<file path="src/rtl/ee_port_pkg.sv">
package ee_port_pkg;

    localparam int REG_W   = 8;
    localparam int B_REQ   = 5;
    localparam int B_READY = 4;
    localparam int B_CS    = 3;
    localparam int B_SCK   = 2;
    localparam int B_MOSI  = 1;
    localparam int B_MISO  = 0;

    typedef enum logic [1:0] {
        ST_IDLE = 2'd0,
        ST_WAIT = 2'd1,
        ST_OWN  = 2'd2
    } arb_state_t;

    typedef struct packed {
        logic req;
        logic cs;
        logic sck;
        logic mosi;
    } ctl_t;

    function automatic int unsigned pace_cycles(input int unsigned delay_ns,
                                                input int unsigned period_ps);
        return (delay_ns * 1000 + period_ps - 1) / period_ps;
    endfunction

    function automatic logic [REG_W-1:0] pack_status(input ctl_t c,
                                                     input logic ready,
                                                     input logic din);
        logic [REG_W-1:0] v;
        v          = '0;
        v[B_REQ]   = c.req;
        v[B_READY] = ready;
        v[B_CS]    = c.cs;
        v[B_SCK]   = c.sck;
        v[B_MOSI]  = c.mosi;
        v[B_MISO]  = din;
        return v;
    endfunction

endpackage

</file>
<file path="src/rtl/ee_arb_fsm.sv">
module ee_arb_fsm
    import ee_port_pkg::*;
(
    input  logic clk,
    input  logic rst,
    input  logic req_wr,
    input  logic req_val,
    input  logic port_busy,
    output logic owned
);

    arb_state_t st_q, st_d;

    always_comb begin
        st_d = st_q;
        if (req_wr && !req_val) begin
            st_d = ST_IDLE;
        end else begin
            unique case (st_q)
                ST_IDLE: if (req_wr && req_val) st_d = ST_WAIT;
                ST_WAIT: if (!port_busy)        st_d = ST_OWN;
                ST_OWN:  st_d = ST_OWN;
                default: st_d = ST_IDLE;
            endcase
        end
    end

    always_ff @(posedge clk) begin
        if (rst) st_q <= ST_IDLE;
        else     st_q <= st_d;
    end

    assign owned = (st_q == ST_OWN);

    // the port is never taken while another agent holds it
    p_no_grant_busy_r3: assert property (@(posedge clk) disable iff (rst)
        (st_q == ST_WAIT && port_busy && !req_wr) |=> (st_q == ST_WAIT));

    // a write with the request bit clear always returns to idle
    p_release_idle_r9: assert property (@(posedge clk) disable iff (rst)
        (req_wr && !req_val) |=> (st_q == ST_IDLE));

    // ownership is only entered from the waiting state
    p_grant_from_wait_r4: assert property (@(posedge clk) disable iff (rst)
        $rose(owned) |-> ($past(st_q) == ST_WAIT && !$past(port_busy)));

endmodule

</file>
<file path="src/rtl/ee_pace_timer.sv">
module ee_pace_timer #(
    parameter int unsigned PACE_CYCLES = 200,
    localparam int CNT_W = $clog2(PACE_CYCLES + 1)
) (
    input  logic clk,
    input  logic rst,
    input  logic clear,
    input  logic load,
    output logic expired
);

    localparam logic [CNT_W-1:0] LOAD_VAL = CNT_W'(PACE_CYCLES);

    logic [CNT_W-1:0] cnt_q;

    always_ff @(posedge clk) begin
        if (rst || clear)       cnt_q <= '0;
        else if (load)          cnt_q <= LOAD_VAL;
        else if (cnt_q != '0)   cnt_q <= cnt_q - 1'b1;
    end

    assign expired = (cnt_q == '0);

    // the interval counts down one step per cycle unless restarted
    p_count_step_r7: assert property (@(posedge clk) disable iff (rst)
        (cnt_q != '0 && !load && !clear) |=> (cnt_q == $past(cnt_q) - 1'b1));

    // a restart always reloads the full interval
    p_reload_r8: assert property (@(posedge clk) disable iff (rst)
        (load && !clear) |=> (cnt_q == LOAD_VAL));

endmodule

</file>
<file path="src/rtl/ee_port_arb.sv">
module ee_port_arb
    import ee_port_pkg::*;
#(
    parameter int unsigned DELAY_NS      = 800,
    parameter int unsigned CLK_PERIOD_PS = 4000
) (
    input  logic             clk,
    input  logic             rst,
    input  logic             wr_en,
    input  logic [REG_W-1:0] wr_data,
    output logic [REG_W-1:0] rd_data,
    input  logic             port_busy,
    output logic             ee_cs,
    output logic             ee_sck,
    output logic             ee_mosi,
    input  logic             ee_miso
);

    localparam int unsigned PACE_CYCLES = pace_cycles(DELAY_NS, CLK_PERIOD_PS);

    ctl_t ctl_q, ctl_wr;
    logic owned, expired, ready, pace_load;
    logic unused_wr_bits;

    assign ctl_wr.req  = wr_data[B_REQ];
    assign ctl_wr.cs   = wr_data[B_CS];
    assign ctl_wr.sck  = wr_data[B_SCK];
    assign ctl_wr.mosi = wr_data[B_MOSI];
    assign unused_wr_bits = ^{wr_data[7:6], wr_data[B_READY], wr_data[B_MISO]};

    always_ff @(posedge clk) begin
        if (rst)        ctl_q <= '0;
        else if (wr_en) ctl_q <= ctl_wr;
    end

    ee_arb_fsm u_fsm (
        .clk       (clk),
        .rst       (rst),
        .req_wr    (wr_en),
        .req_val   (ctl_wr.req),
        .port_busy (port_busy),
        .owned     (owned)
    );

    assign pace_load = wr_en && ctl_wr.req && owned;

    ee_pace_timer #(.PACE_CYCLES(PACE_CYCLES)) u_pace (
        .clk     (clk),
        .rst     (rst),
        .clear   (!owned),
        .load    (pace_load),
        .expired (expired)
    );

    assign ready   = owned && expired;
    assign ee_cs   = owned && ctl_q.cs;
    assign ee_sck  = owned && ctl_q.sck;
    assign ee_mosi = owned && ctl_q.mosi;
    assign rd_data = pack_status(ctl_q, ready, owned && ee_miso);

    // pins stay quiet whenever the port is not owned
    p_pins_quiet_r3: assert property (@(posedge clk) disable iff (rst)
        !rd_data[B_READY] && !owned |-> (!ee_cs && !ee_sck && !ee_mosi));

    // a paced write removes ready on the next cycle
    p_ready_drop_r7: assert property (@(posedge clk) disable iff (rst)
        (owned && wr_en && wr_data[B_REQ]) |=> !rd_data[B_READY]);

    // once owned, the pins track the last written control bits
    p_pins_follow_r5: assert property (@(posedge clk) disable iff (rst)
        (owned && wr_en && wr_data[B_REQ]) |=>
            (ee_cs == $past(wr_data[B_CS]) && ee_sck == $past(wr_data[B_SCK])
             && ee_mosi == $past(wr_data[B_MOSI])));

endmodule

</file>
<file path="config.mk">
export PLATFORM = sky130hd
export DESIGN_NAME = ee_port_arb
export DESIGN_NICKNAME = d
export VERILOG_FILES = /design/src/rtl/ee_port_pkg.sv /design/src/rtl/ee_arb_fsm.sv /design/src/rtl/ee_pace_timer.sv /design/src/rtl/ee_port_arb.sv
export SDC_FILE = /design/constraint.sdc
export NUM_CORES = 1
export LEC_CHECK = 0
export CAP_MARGIN = 15
export CORE_ASPECT_RATIO = 0.7
export CORE_MARGIN = 5
export CORE_UTILIZATION = 30
export DETAILED_ROUTE_END_ITERATION = 10
export SYNTH_ARGS = -nofsm -noshare
export SYNTH_HDL_FRONTEND = slang
export SYNTH_SLANG_ARGS = --single-unit
</file>
<file path="constraint.sdc">
create_clock -name clk -period 2.11 [get_ports clk]
set_input_delay 0.422 -clock clk [delete_from_list [all_inputs] [get_ports clk]]
set_output_delay 0.422 -clock clk [all_outputs]
set_load 0.05 [all_outputs]
</file>
==> results of run 1 <==
## critical path: stages (launching register included)
cell	delay, ps
dfxtp_1	340
inv_1	110
ha_1	180
nor4b_2	220
and3_1	260
buf_12	150
## repair_timing
| action | CTS | global route |
|---|---|---|
| endpoints found under the setup margin | 0 | 1 |
| resized for setup | 0 | 1 |
| hold endpoints to repair | 0 | 0 |
## cells by family (layout without fill, tap and decap cells)
logic type / count (synthesis) / in the layout / synth area share, %
other: 1 / 2 / 0.468
adders and majority gates: 6 / 6 / 9.37
AOI/OAI and AO/OA: 23 / 23 / 20.3
muxes: 3 / 3 / 3.75
buffers and inverters: 10 / 29 / 6.09
DFF: 14 / 14 / 35.0
and+or+nand+nor: 32 / 32 / 22.8
xor gates and xnor gates: 2 / 2 / 2.19
## power by group
group          internal (uW)  switching [uW]  total [uW]  leakage (uW)
sequential               273            6.18         279      0.000114
combinational           51.8            63.7         115      0.000315
clock                    126            85.9         212     0.0000216
total                    451             156         606      0.000450
## path summary, 6_finish.rpt
path	from	endpoint	slack [ps]
setup reg to reg	u_pace.cnt_q[0]	u_pace.cnt_q[1]	470
hold reg to reg	rd_data[5]	rd_data[5]	480
hold / removal	rd_data[5]	rd_data[5]	480
setup / recovery	u_pace.cnt_q[0]	rd_data[4]	180
## flip-flops by register name, summed over array words and instances (netlist names)
signal	count
u_pace.cnt_q	8
u_fsm.st_q	2
rd_data	4
## synthesized netlist by cell type, drive strengths merged, types with 3 or more instances
cell type  number  area [sq um]
and2            5          31.3
o21ai           3          15.0
dfxtp          14           280
nand2b          3          18.8
a21o            3          23.8
a21oi           6          30.0
ha              6          75.1
inv             6          22.5
nor3            6          30.0
nor2            6          22.5
buf             3          22.5
mux2i           3          30.0
## routing by layer
layer / track usage (%) / up-vias
li1: - / 362
met1: 12.9 / 327
met2: 16.3 / 18
met3: 2.85 / 0
met4: 3.44 / 0
met5: 0 / -
## stage by stage
step	power, uW	worst slack [ps]	std cells	cell area (sq um)	hold slack [ps]
floorplan	358	335	92	805	467
global placement	398	349	142	1060	461
detailed placement	400	356	142	1060	474
CTS	619	77.6	145	1100	484
global route	641	90.6	145	1110	501
finish	606	183	145	1110	477
## cell type report
type / instances / area share (%)
Multi-Input combinational cell: 68 / 43.4
Sequential cell: 14 / 25.2
Timing Repair Buffer: 20 / 21.8
Tap cell: 34 / 3.83
Clock buffer: 3 / 3.72
Inverter: 6 / 2.03
==> metrics, run 1 <==
drt wl/cell 11.9 um; vias in the first global route 702; Routed met2 length 767 um; multi-input logic area 482 sq um; CORE AREA 2510 sq um; FMAX 519 MHz; clk slew on worst S/H paths 50 ps; Antenna Cells 0; sequential-to-total area share from yosys stat 35.0%; WL met1 898 um; Hold Path Class reg2reg; #FFs+latches synth 14; final core utilization 44.2%; CTS Hold Buffers Added 0; first-pass GRT wire length 3040 um; RSZ-0062 raised after global routing no; drt first pass iters 4; final clock skew 0.680 ps; Post-CTS Setup Repair Bufs 0; WL met3 63 um; Synth Flop Type dfxtp_1; P&R area growth vs syn 38.8%; Yosys cell types 34; Crit. End Element output pin; antenna violations before repair 0; Pwr Density 546 nW/um^2; IO Port Bufs 17; peak supply drop 259 uV; vias per cell 4.88; starting density of the core 31.8%; layout cells sized above 1 14.4%; GRT overflow 0; drt drc 0; fin crit share 91.3%; DR iter-0 viols 15; status completed; Syn. warnings 0; clock sinks 14; fin crit period 1930 ps; final hold violation count 0; Avg Inst Size Synth 8.80 sq um; hold depth 2; number of enable-type register cells in the synthesized netlist 0; Chip Height 53.2 um; Post-DP HPWL 1400 um; TritonCTS Buffers 3; Worst slew margin 66.7%; reg2reg path depth 5; DRT antenna net count 0; CTS H-tree depth 1; Final Wtd Congestion 0.886; Leak 0.000450 uW; Fillers 257; Top Ports 24; Max Cap Viol 0; Pins Over Slew Limit 0; Setup Viol. Count Final 0; most common cell after layout, fill and taps aside dfxtp_1; CP Data Arrival Time 1510 ps; Crit Path Max Fanout 5; measured slew at the worst slew-check pin 499 ps; CTS tree done; Final TNS setup 0 ps; async set-reset flop share out of synthesis 0%; Worst Setup Start Kind flop; drt total wl 1730 um; largest net degree at the start of global routing 9; vias after detailed routing 707; most frequent cells in the layout dfxtp_1, clkdlybuf4s50_1; Die X 71.8 um; topmost layer with routed signal wires met3; CP Data Required Time 1690 ps; Die ar. 3820 sq um; CP Class reg2out; Storage cell area 280 sq um; Nets 132; # rows 15; CTS root buf clkbuf_8; GRT Util Overall 10.1%; latest clock arrival within the worst-skew pair 240 ps; Post-Synthesis Cells 91; clk buf depth 2; Mapped Area 801 sq um
Power figures use the tool's default switching activity.
==> inputs of run 2 (changes only) <==
- CELL_PAD_IN_SITES_DETAIL_PLACEMENT: not set -> 0
- CELL_PAD_IN_SITES_GLOBAL_PLACEMENT: not set -> 1
- PLACE_DENSITY_LB_ADDON: not set -> 0.1
- SLEW_MARGIN: not set -> 25
==> metrics, run 2 (synthesized netlist as in run 1, its figures left out) <==
Crit. End Element output pin; drt wl/cell 13.2 um (+11%); Worst slew margin 66.5% (-0.13 points); first-pass GRT wire length 3210 um (+5.7%); Die ar. 3820 sq um (unchanged); Post-DP Area 1060 sq um (unchanged); DRT antenna net count 0 (unchanged); Final TNS setup 0 ps (unchanged); RSZ-0062 raised after global routing no; Pwr Density 586 nW/um^2 (+7.4%); Leak 0.000457 uW (+1.6%); fin crit share 92.1% (+0.73 points); Crit Path Max Fanout 5 (unchanged); vias per cell 4.92 (+1.0%); most common cell after layout, fill and taps aside dfxtp_1; Top Ports 24 (unchanged); Pins Over Slew Limit 0 (unchanged); clock sinks 14 (unchanged); most frequent cells in the layout dfxtp_1, clkdlybuf4s50_1; CP Class reg2out; fin crit period 1940 ps (+15.4 ps); drt drc 0 (unchanged); Setup Viol. Count Final 0 (unchanged); GRT overflow 0 (unchanged); largest net degree at the start of global routing 9 (unchanged); Die X 71.8 um (unchanged); CTS tree done; IO Port Bufs 17 (unchanged); pre-CTS worst setup slack 352 ps (-4.00 ps); Antenna Cells 0 (unchanged); DP Cell Count 142 (unchanged); Biggest register u_pace.cnt_q; status completed; Max Cap Viol 0 (unchanged); peak supply drop 322 uV (+24%); CORE AREA 2510 sq um (unchanged); CP Data Required Time 1690 ps (about the same); drt total wl 1930 um (+11%); layout cells sized above 1 15.2% (+0.76 points); CTS root buf clkbuf_8; CTS H-tree depth 1 (unchanged); Worst Setup Start Kind flop; Hold Path Class reg2reg; Post-DP HPWL 1500 um (+7.4%); final clock skew 3.95 ps (+3.27 ps); vias in the first global route 693 (-1.3%); GRT Util Overall 11.3% (+1.2 points); final worst setup slack 168 ps (-15.4 ps); max FFs per register 8 (unchanged); final hold violation count 0 (unchanged); clk buf depth 2 (unchanged); # rows 15 (unchanged); drt first pass iters 4 (unchanged); Final Wtd Congestion 0.809 (-8.7%); non-filler cells, final 146 (+0.69%); design area 1120 sq um (+1.2%); TritonCTS Buffers 3 (unchanged); clk slew on worst S/H paths 60 ps (about the same); DR iter-0 viols 46 (+31); hold_ws 470 ps (-6.55 ps); Chip Height 53.2 um (unchanged); antenna violations before repair 0 (unchanged); vias after detailed routing 719 (+1.7%); FMAX 515 MHz (-0.79%); Nets 132 (unchanged); measured slew at the worst slew-check pin 500 ps (+1.90 ps); starting density of the core 31.8% (unchanged); latest clock arrival within the worst-skew pair 250 ps (about the same); Post-CTS Setup Repair Bufs 0 (unchanged); CP Data Arrival Time 1520 ps (about the same); P&R area growth vs syn 40.5%
run 2: per-layer routing:
metal / part of all wire, % / track usage (%) / routed length, um / vias to the layer above
li1: - / - / - / 363
met1: 53 / 15.6 / 1020 / 330
met2: 38 / 15.5 / 728 / 22
met3: 7.9 / 4.74 / 153 / 4
met4: 1.1 / 3.75 / 21 / 0
met5: 0 / 0 / 0 / -
run 2: final cells by class:
cell class,instances,area [sq um]
Fill cell,263,1390
Multi-Input combinational cell,68,482
Sequential cell,14,280
Timing Repair Buffer,20,243
Clock buffer,4,55.1
Tap cell,34,42.5
Inverter,6,22.5
run 2: what timing repair did:
| item | 4_1_cts | 5_1_grt |
|---|---|---|
| gates resized for setup | 0 | 1 |
| hold buffers | 0 | 0 |
| setup endpoints to repair | 0 | 1 |
run 2: stage by stage:
step | total power (uW) | util (%)
after floorplan | 358 | -
after global placement | 401 | 42.3
after detailed placement | 402 | 42.3
after CTS | 667 | 44.5
after global routing | 693 | 44.7
final | 659 | 44.7
run 2: critical path, stage by stage (launching register included):
cell	delay (ps)
dfxtp_1	340
inv_1	110
ha_1	200
nor4b_2	230
and3_1	250
buf_12	150
run 2: worst paths after layout:
path,startpoint,to,slack (ps),depth (start not counted)
worst max-delay path,u_pace.cnt_q[0],rd_data[4],170,5
worst min-delay path,rd_data[5],rd_data[5],470,2
worst max register to register,u_pace.cnt_q[0],u_pace.cnt_q[1],430,5
worst min register to register,rd_data[5],rd_data[5],470,2
run 2: power by group:
group	total [uW]	internal [uW]	switching [uW]	leakage, uW
logic	118	52.2	65.6	0.000315
registers	279	273	6.11	0.000114
clock network	263	165	97.6	0.0000288
